<file path="src/rtl/pcg32_pkg.sv">
package pcg32_pkg;
  localparam int unsigned STATE_W = 64;
  localparam int unsigned WORD_W  = 32;
  localparam int unsigned ROT_W   = 5;
  localparam int unsigned FOLD_SH = 18;
  localparam int unsigned DROP_SH = 27;
  localparam logic [STATE_W-1:0] LCG_MULT = 64'd6364136223846793005;

  typedef enum logic [2:0] {
    PH_IDLE = 3'd0,
    PH_ADV1 = 3'd1,
    PH_ADD  = 3'd2,
    PH_ADV2 = 3'd3,
    PH_RUN  = 3'd4
  } phase_t;

  function automatic logic [STATE_W-1:0] make_inc(input logic [STATE_W-1:0] stream);
    return {stream[STATE_W-2:0], 1'b1};
  endfunction

  function automatic logic [STATE_W-1:0] lcg_step(input logic [STATE_W-1:0] s,
                                                  input logic [STATE_W-1:0] inc);
    return s * LCG_MULT + inc;
  endfunction

  function automatic logic [WORD_W-1:0] fold_bits(input logic [STATE_W-1:0] s);
    logic [STATE_W-1:0] t;
    t = (s ^ (s >> FOLD_SH)) >> DROP_SH;
    return t[WORD_W-1:0];
  endfunction

  function automatic logic [ROT_W-1:0] rot_amount(input logic [STATE_W-1:0] s);
    return s[STATE_W-1 -: ROT_W];
  endfunction

  // rotation through a doubled copy: no shift ever reaches the word width
  function automatic logic [WORD_W-1:0] rotr(input logic [WORD_W-1:0] x,
                                             input logic [ROT_W-1:0] r);
    logic [2*WORD_W-1:0] d;
    d = {x, x} >> r;
    return d[WORD_W-1:0];
  endfunction
endpackage

</file>
<file path="src/rtl/pcg32_core.sv">
module pcg32_core
  import pcg32_pkg::*;
(
  input  logic               clk,
  input  logic               rst_n,
  input  logic               load_i,
  input  logic [STATE_W-1:0] seed_i,
  input  logic [STATE_W-1:0] stream_i,
  input  logic               next_i,
  output logic [STATE_W-1:0] state_o,
  output logic               draw_o,
  output logic               ready_o
);
  phase_t             phase_q;
  logic [STATE_W-1:0] state_q, inc_q, seed_q;

  assign ready_o = (phase_q == PH_RUN);
  assign draw_o  = ready_o && next_i && !load_i;
  assign state_o = state_q;

  always_ff @(posedge clk or negedge rst_n) begin
    if (!rst_n) begin
      phase_q <= PH_IDLE;
      state_q <= '0;
      inc_q   <= '0;
      seed_q  <= '0;
    end else if (load_i) begin
      seed_q  <= seed_i;
      inc_q   <= make_inc(stream_i);
      state_q <= '0;
      phase_q <= PH_ADV1;
    end else begin
      unique case (phase_q)
        PH_ADV1: begin
          state_q <= lcg_step(state_q, inc_q);
          phase_q <= PH_ADD;
        end
        PH_ADD: begin
          state_q <= state_q + seed_q;
          phase_q <= PH_ADV2;
        end
        PH_ADV2: begin
          state_q <= lcg_step(state_q, inc_q);
          phase_q <= PH_RUN;
        end
        PH_RUN: if (draw_o) state_q <= lcg_step(state_q, inc_q);
        default: phase_q <= phase_q;
      endcase
    end
  end


  rdy_rise_chk: assert property (@(posedge clk) disable iff (!rst_n)
    $rose(ready_o) |-> $past(phase_q == PH_ADV2));


  first_adv_chk: assert property (@(posedge clk) disable iff (!rst_n)
    (phase_q == PH_ADV1 && !load_i) |=> (state_q == inc_q));


  idle_hold_chk: assert property (@(posedge clk) disable iff (!rst_n)
    (ready_o && !next_i && !load_i) |=> $stable(state_q));
endmodule

</file>
<file path="src/rtl/pcg32_perm.sv">
module pcg32_perm
  import pcg32_pkg::*;
(
  input  logic [STATE_W-1:0] state_i,
  output logic [WORD_W-1:0]  word_o
);
  logic [WORD_W-1:0] folded;
  logic [ROT_W-1:0]  amt;

  assign folded = fold_bits(state_i);
  assign amt    = rot_amount(state_i);
  assign word_o = rotr(folded, amt);


  always_comb begin
    rot_bits_chk: assert ($countones(word_o) == $countones(folded))
      else $error("rotation changed the bit count");
  end
endmodule

</file>
<file path="src/rtl/pcg32_pair.sv">
module pcg32_pair
  import pcg32_pkg::*;
(
  input  logic                clk,
  input  logic                rst_n,
  input  logic                restart_i,
  input  logic                draw_i,
  input  logic [WORD_W-1:0]   word_i,
  output logic [WORD_W-1:0]   word_o,
  output logic                word_valid_o,
  output logic [2*WORD_W-1:0] wide_o,
  output logic                wide_valid_o
);
  logic              half_q;
  logic [WORD_W-1:0] lo_q;

  always_ff @(posedge clk or negedge rst_n) begin
    if (!rst_n) begin
      half_q       <= 1'b0;
      lo_q         <= '0;
      word_o       <= '0;
      word_valid_o <= 1'b0;
      wide_o       <= '0;
      wide_valid_o <= 1'b0;
    end else if (restart_i) begin
      half_q       <= 1'b0;
      word_valid_o <= 1'b0;
      wide_valid_o <= 1'b0;
    end else if (draw_i) begin
      word_o       <= word_i;
      word_valid_o <= 1'b1;
      if (!half_q) begin
        lo_q         <= word_i;
        half_q       <= 1'b1;
        wide_valid_o <= 1'b0;
      end else begin
        wide_o       <= {word_i, lo_q};
        half_q       <= 1'b0;
        wide_valid_o <= 1'b1;
      end
    end else begin
      word_valid_o <= 1'b0;
      wide_valid_o <= 1'b0;
    end
  end


  wide_hi_chk: assert property (@(posedge clk) disable iff (!rst_n)
    wide_valid_o |-> (word_valid_o && wide_o[2*WORD_W-1:WORD_W] == word_o));
endmodule

</file>
<file path="src/rtl/pcg32_gen.sv">
module pcg32_gen
  import pcg32_pkg::*;
(
  input  logic                clk,
  input  logic                rst_n,
  input  logic                load_i,
  input  logic [STATE_W-1:0]  seed_i,
  input  logic [STATE_W-1:0]  stream_i,
  input  logic                next_i,
  output logic                ready_o,
  output logic [WORD_W-1:0]   word_o,
  output logic                word_valid_o,
  output logic [WORD_W-1:0]   pos31_o,
  output logic [2*WORD_W-1:0] wide_o,
  output logic                wide_valid_o
);
  logic [STATE_W-1:0] state_w;
  logic               draw_w;
  logic [WORD_W-1:0]  perm_w;

  pcg32_core u_core (
    .clk(clk), .rst_n(rst_n), .load_i(load_i), .seed_i(seed_i),
    .stream_i(stream_i), .next_i(next_i), .state_o(state_w),
    .draw_o(draw_w), .ready_o(ready_o)
  );

  pcg32_perm u_perm (.state_i(state_w), .word_o(perm_w));

  pcg32_pair u_pair (
    .clk(clk), .rst_n(rst_n), .restart_i(load_i), .draw_i(draw_w),
    .word_i(perm_w), .word_o(word_o), .word_valid_o(word_valid_o),
    .wide_o(wide_o), .wide_valid_o(wide_valid_o)
  );

  assign pos31_o = {1'b0, word_o[WORD_W-2:0]};


  unready_ignore_chk: assert property (@(posedge clk) disable iff (!rst_n)
    (!ready_o && next_i) |=> !word_valid_o);


  pos31_view_chk: assert property (@(posedge clk) disable iff (!rst_n)
    word_valid_o |-> (pos31_o[WORD_W-1] == 1'b0 && pos31_o[WORD_W-2:0] == word_o[WORD_W-2:0]));
endmodule

</file>
<file path="config.mk">
export PLATFORM = sky130hd
export DESIGN_NAME = pcg32_gen
export DESIGN_NICKNAME = d
export VERILOG_FILES = /design/src/rtl/pcg32_pkg.sv /design/src/rtl/pcg32_core.sv /design/src/rtl/pcg32_perm.sv /design/src/rtl/pcg32_pair.sv /design/src/rtl/pcg32_gen.sv
export SDC_FILE = /design/constraint.sdc
export NUM_CORES = 2
export LEC_CHECK = 0
export BUFFER_PORTS_ARGS = -buffer_cell sky130_fd_sc_hd__buf_2
export CORE_MARGIN = 10
export CORE_UTILIZATION = 34
export CTS_CLUSTER_SIZE = 10
export DETAILED_ROUTE_END_ITERATION = 12
export PLACE_DENSITY = 0.6
export SYNTH_ARGS = -nofsm -noshare
export SYNTH_HDL_FRONTEND = slang
export SYNTH_SLANG_ARGS = --single-unit
export TNS_END_PERCENT = 50
</file>
<file path="constraint.sdc">
create_clock -name clk -period 23.5 [get_ports clk]
set_clock_uncertainty 0.05 [all_clocks]
set_input_delay 3.525 -clock clk [delete_from_list [all_inputs] [get_ports clk]]
set_output_delay 3.525 -clock clk [all_outputs]
set_load 0.05 [all_outputs]
</file>
==> summary.txt <==
Clock network
  – Setup Fix Bufs, Post-CTS: 0
  – Sink Count: 326
  – H-Tree Depth: 2
  – Post-cts repair resize count: 0
  – Clk_lat worst skew: 0.65 ns
  – CTS buffer count: 42
  – Hold_buf cts: 0
  – Clk slew on worst S/H paths: 0.06 ns
  – Clock tree buffer depth: 3
  – CTS root buf: clkbuf_16
  – CTS tree: built

Synth
  – Seq/Total Area, Yosys: 15.49%
  – Most numerous cell in the Yosys netlist: inv_1
  – Post-synth EDFFs: 0
  – Synth Cell Area: 0.05266 sq mm
  – Synthesized area per cell: 10.18 sq um
  – Synth Flop Type: dfrtp_1
  – Yosys top cell area share: a little over a third
  – Synth top cells by count: inv_1, fa_1, ha_1, dfrtp_1, nand2_1
  – Cells after synthesis: between 5000 and 6000
  – Yosys reg bits: 326
  – Largest cells by area after synthesis: fa_1, ha_1, dfrtp_1
  – Area leader, netlist: fa_1
  – Yosys cell types: 74
  – Synth Net Count: slightly below 7000
  – Synth Warn #: 0
  – Async set or reset register ratio after synthesis: 100.0%

Floorplan
  – Die area: about 0.17 sq mm
  – Die H: 413.5 um
  – Die X: about 410 um
  – Row count: 144
  – Initial Util: about a third
  – Core ar.: 0.1540 sq mm
  – Ports: 263

Detailed routing
  – Via count: 36945
  – Top layer in use: met5
  – DRC: 0
  – Iteration-0 DRC Markers: 2900
  – Met1 Wirelength: 73550 um
  – Avg WL per Cell: 22.53 um
  – Metal2 WL: about 76000 um
  – Metal3 WL: approximately 12000 um
  – Final ANT Viol Nets: 0
  – Drt pass-1 iters: 6
  – Detailed Route WL: 167600 um
  – Vias per inst: 4.966

Setup path
  – Slowest stage cell, crit path: o21ai_0
  – Worst EP required: 23.99 ns
  – Crit. End Element: flop
  – Crit-path max cell delay: roughly 0.62 ns
  – Reg2Reg Capture Point: u_core.state_o[62]$_DFFE_PN0P_
  – Cell mode on critical path: fa_1
  – Crit path from: u_core.state_o[24]$_DFFE_PN0P_
  – Reg-to-Reg Start: u_core.state_o[24]$_DFFE_PN0P_
  – R2R depth: 30
  – Type of origin of the critical path: flop
  – Data arrival, critical path: 10.28 ns
  – Max FO, Critical Path: 15
  – FF-to-FF setup slack: roughly 14 ns
  – CP endpoint: u_core.state_o[62]$_DFFE_PN0P_
  – Crit Path Category: reg -> reg

STA
  – Fin crit period: between 9 and 10 ns
  – Setup TNS: 0 ns
  – RSZ-0062 raised after global routing: false
  – Setup ws final: 13.71 ns
  – Period utilisation layout: 41.68%
  – # setup viols final: 0
  – Final hold vios: 0
  – Final Max Tran Viols: 0
  – Slew HR: 31.30%
  – Actual slew at the worst max-slew pin: 1.031 ns
  – Max Freq: 102.1 MHz

Finish
  – Final net count: between 7000 and 8000
  – Layout cells sized above 1: 10.07%
  – Area Overhead vs Synth: 9.467%
  – Seq. cell area: 0.008160 sq mm
  – Fillers: 15402
  – Cell Count, Final, Fillers Out: 7439
  – Area of the multi-input gates: 0.03896 sq mm

Place
  – Setup WS pre-CTS: 13.82 ns
  – Post-DP HPWL: 143000 um
  – Placed cell count: 7378
  – Final GP Congestion: 0.9491
  – PortBufs: 260

Flow run
  – Max Cap Violations: 0

Run status
  – Run status: finished clean

Global route
  – Tot GR Track Use: 19.79%
  – Largest net degree at the start of global routing: about 130
  – GRT overflow: 0
  – Initial antenna violation count: 5
  – First-pass GRT wire length: 254200 um
  – Vias in the first global route: 39520

Hold path
  – Hold_sp: u_pair.lo_q[26]$_DFFE_PN0P_
  – Worst Hold Class: reg -> reg
cell families after synthesis:
group	after synthesis	synth area share (%)
flops	326	15.49
xor+xnor	202	3.360
mux	200	4.227
other cells	1	0.007122
fa+ha+maj	1636	52.58
compound gates	746	8.756
simple gates	609	4.988
buf+inv	1452	10.59
sequential cells by signal, summed over array words and instances, names as in the netlist:
| register | flops |
|---|---|
| u_pair.half_q | 1 |
| u_core.state_o | 64 |
| u_core.seed_q | 64 |
| u_pair.lo_q | 32 |
| u_pair.word_o | 32 |
| u_pair.wide_o | 64 |
| u_pair.wide_valid_o | 1 |
| u_core.inc_q | 64 |
| u_core.phase_q | 3 |
| u_pair.word_valid_o | 1 |
metrics by stage:
step           utilization [%]  cell area [sq um]  hold slack [ns]
2_1_floorplan                -              52660           0.3911
3_3_place_gp             36.59              56360           0.4097
3_5_place_dp             36.59              56360           0.4150
4_1_cts                  37.41              57640           0.4245
5_1_grt                  37.42              57640           0.4474
6_report                 37.42              57640           0.4242
routing by layer:
layer | track usage (%) | vias to the layer above
li1 | - | 16571
met5 | 0 | -
met4 | 6.547 | 6
met3 | 3.557 | 249
met2 | 30.93 | 1241
met1 | 27.60 | 18878
area by class of cell:
class / count / area share, %
diodes: 2 / 0.008683
clock buffers: 49 / 1.904
clock inverters: 10 / 0.3039
inverters: 1286 / 8.375
multi-input cells: 3394 / 67.60
flip-flops and latches: 326 / 14.16
well taps: 2044 / 4.437
repair buffers: 328 / 3.219
worst min path at each step:
stage / end / slack, ns / cells after the start
2_1_floorplan: u_core.inc_q[0]$_DFFE_PN0P_ / 0.39 / 1
3_3_place_gp: u_pair.wide_o[58]$_DFFE_PN0P_ / 0.41 / 2
3_5_place_dp: u_core.inc_q[0]$_DFFE_PN0P_ / 0.42 / 1
4_1_cts: u_pair.wide_o[26]$_DFFE_PN0P_ / 0.42 / 1
5_1_grt: u_pair.wide_o[36]$_DFFE_PN0P_ / 0.45 / 2
6_report: u_pair.wide_o[26]$_DFFE_PN0P_ / 0.42 / 1
layout by cell type (no fill, tap or decap), types with 9 or more instances in the layout:
cell	Yosys	layout
and3_1	14	14
nor2b_1	17	17
xnor2_1	131	131
nand4_1	30	30
nor2_1	187	184
nand3_1	23	23
a31oi_1	17	17
clkbuf_16	0	42
o21ai_0	250	250
a22oi_1	16	16
ha_1	675	675
a21oi_1	218	218
fa_1	961	961
nand2_1	276	275
buf_2	6	258
inv_1	1282	1282
a211oi_1	12	12
nor3_1	11	10
and2_1	12	12
dfrtp_1	326	324
buf_4	32	66
nand2b_1	17	17
mux2i_1	75	75
o21bai_1	28	28
a21o_1	104	104
o21a_1	9	9
mux2_2	119	119
xor2_1	71	71
critical path: cells and delay by family, from the launching register on:
| kind | cells | cell delay [ns] |
|---|---|---|
| fa+ha+maj | 11 | 5.23 |
| mux | 1 | 0.10 |
| flops | 1 | 0.36 |
| buf+inv | 7 | 0.71 |
| simple gates | 3 | 0.79 |
| compound gates | 8 | 2.44 |
Power is not shown: default switching activity piles up to over one toggle a cycle in this logic, so the estimate is an artifact.
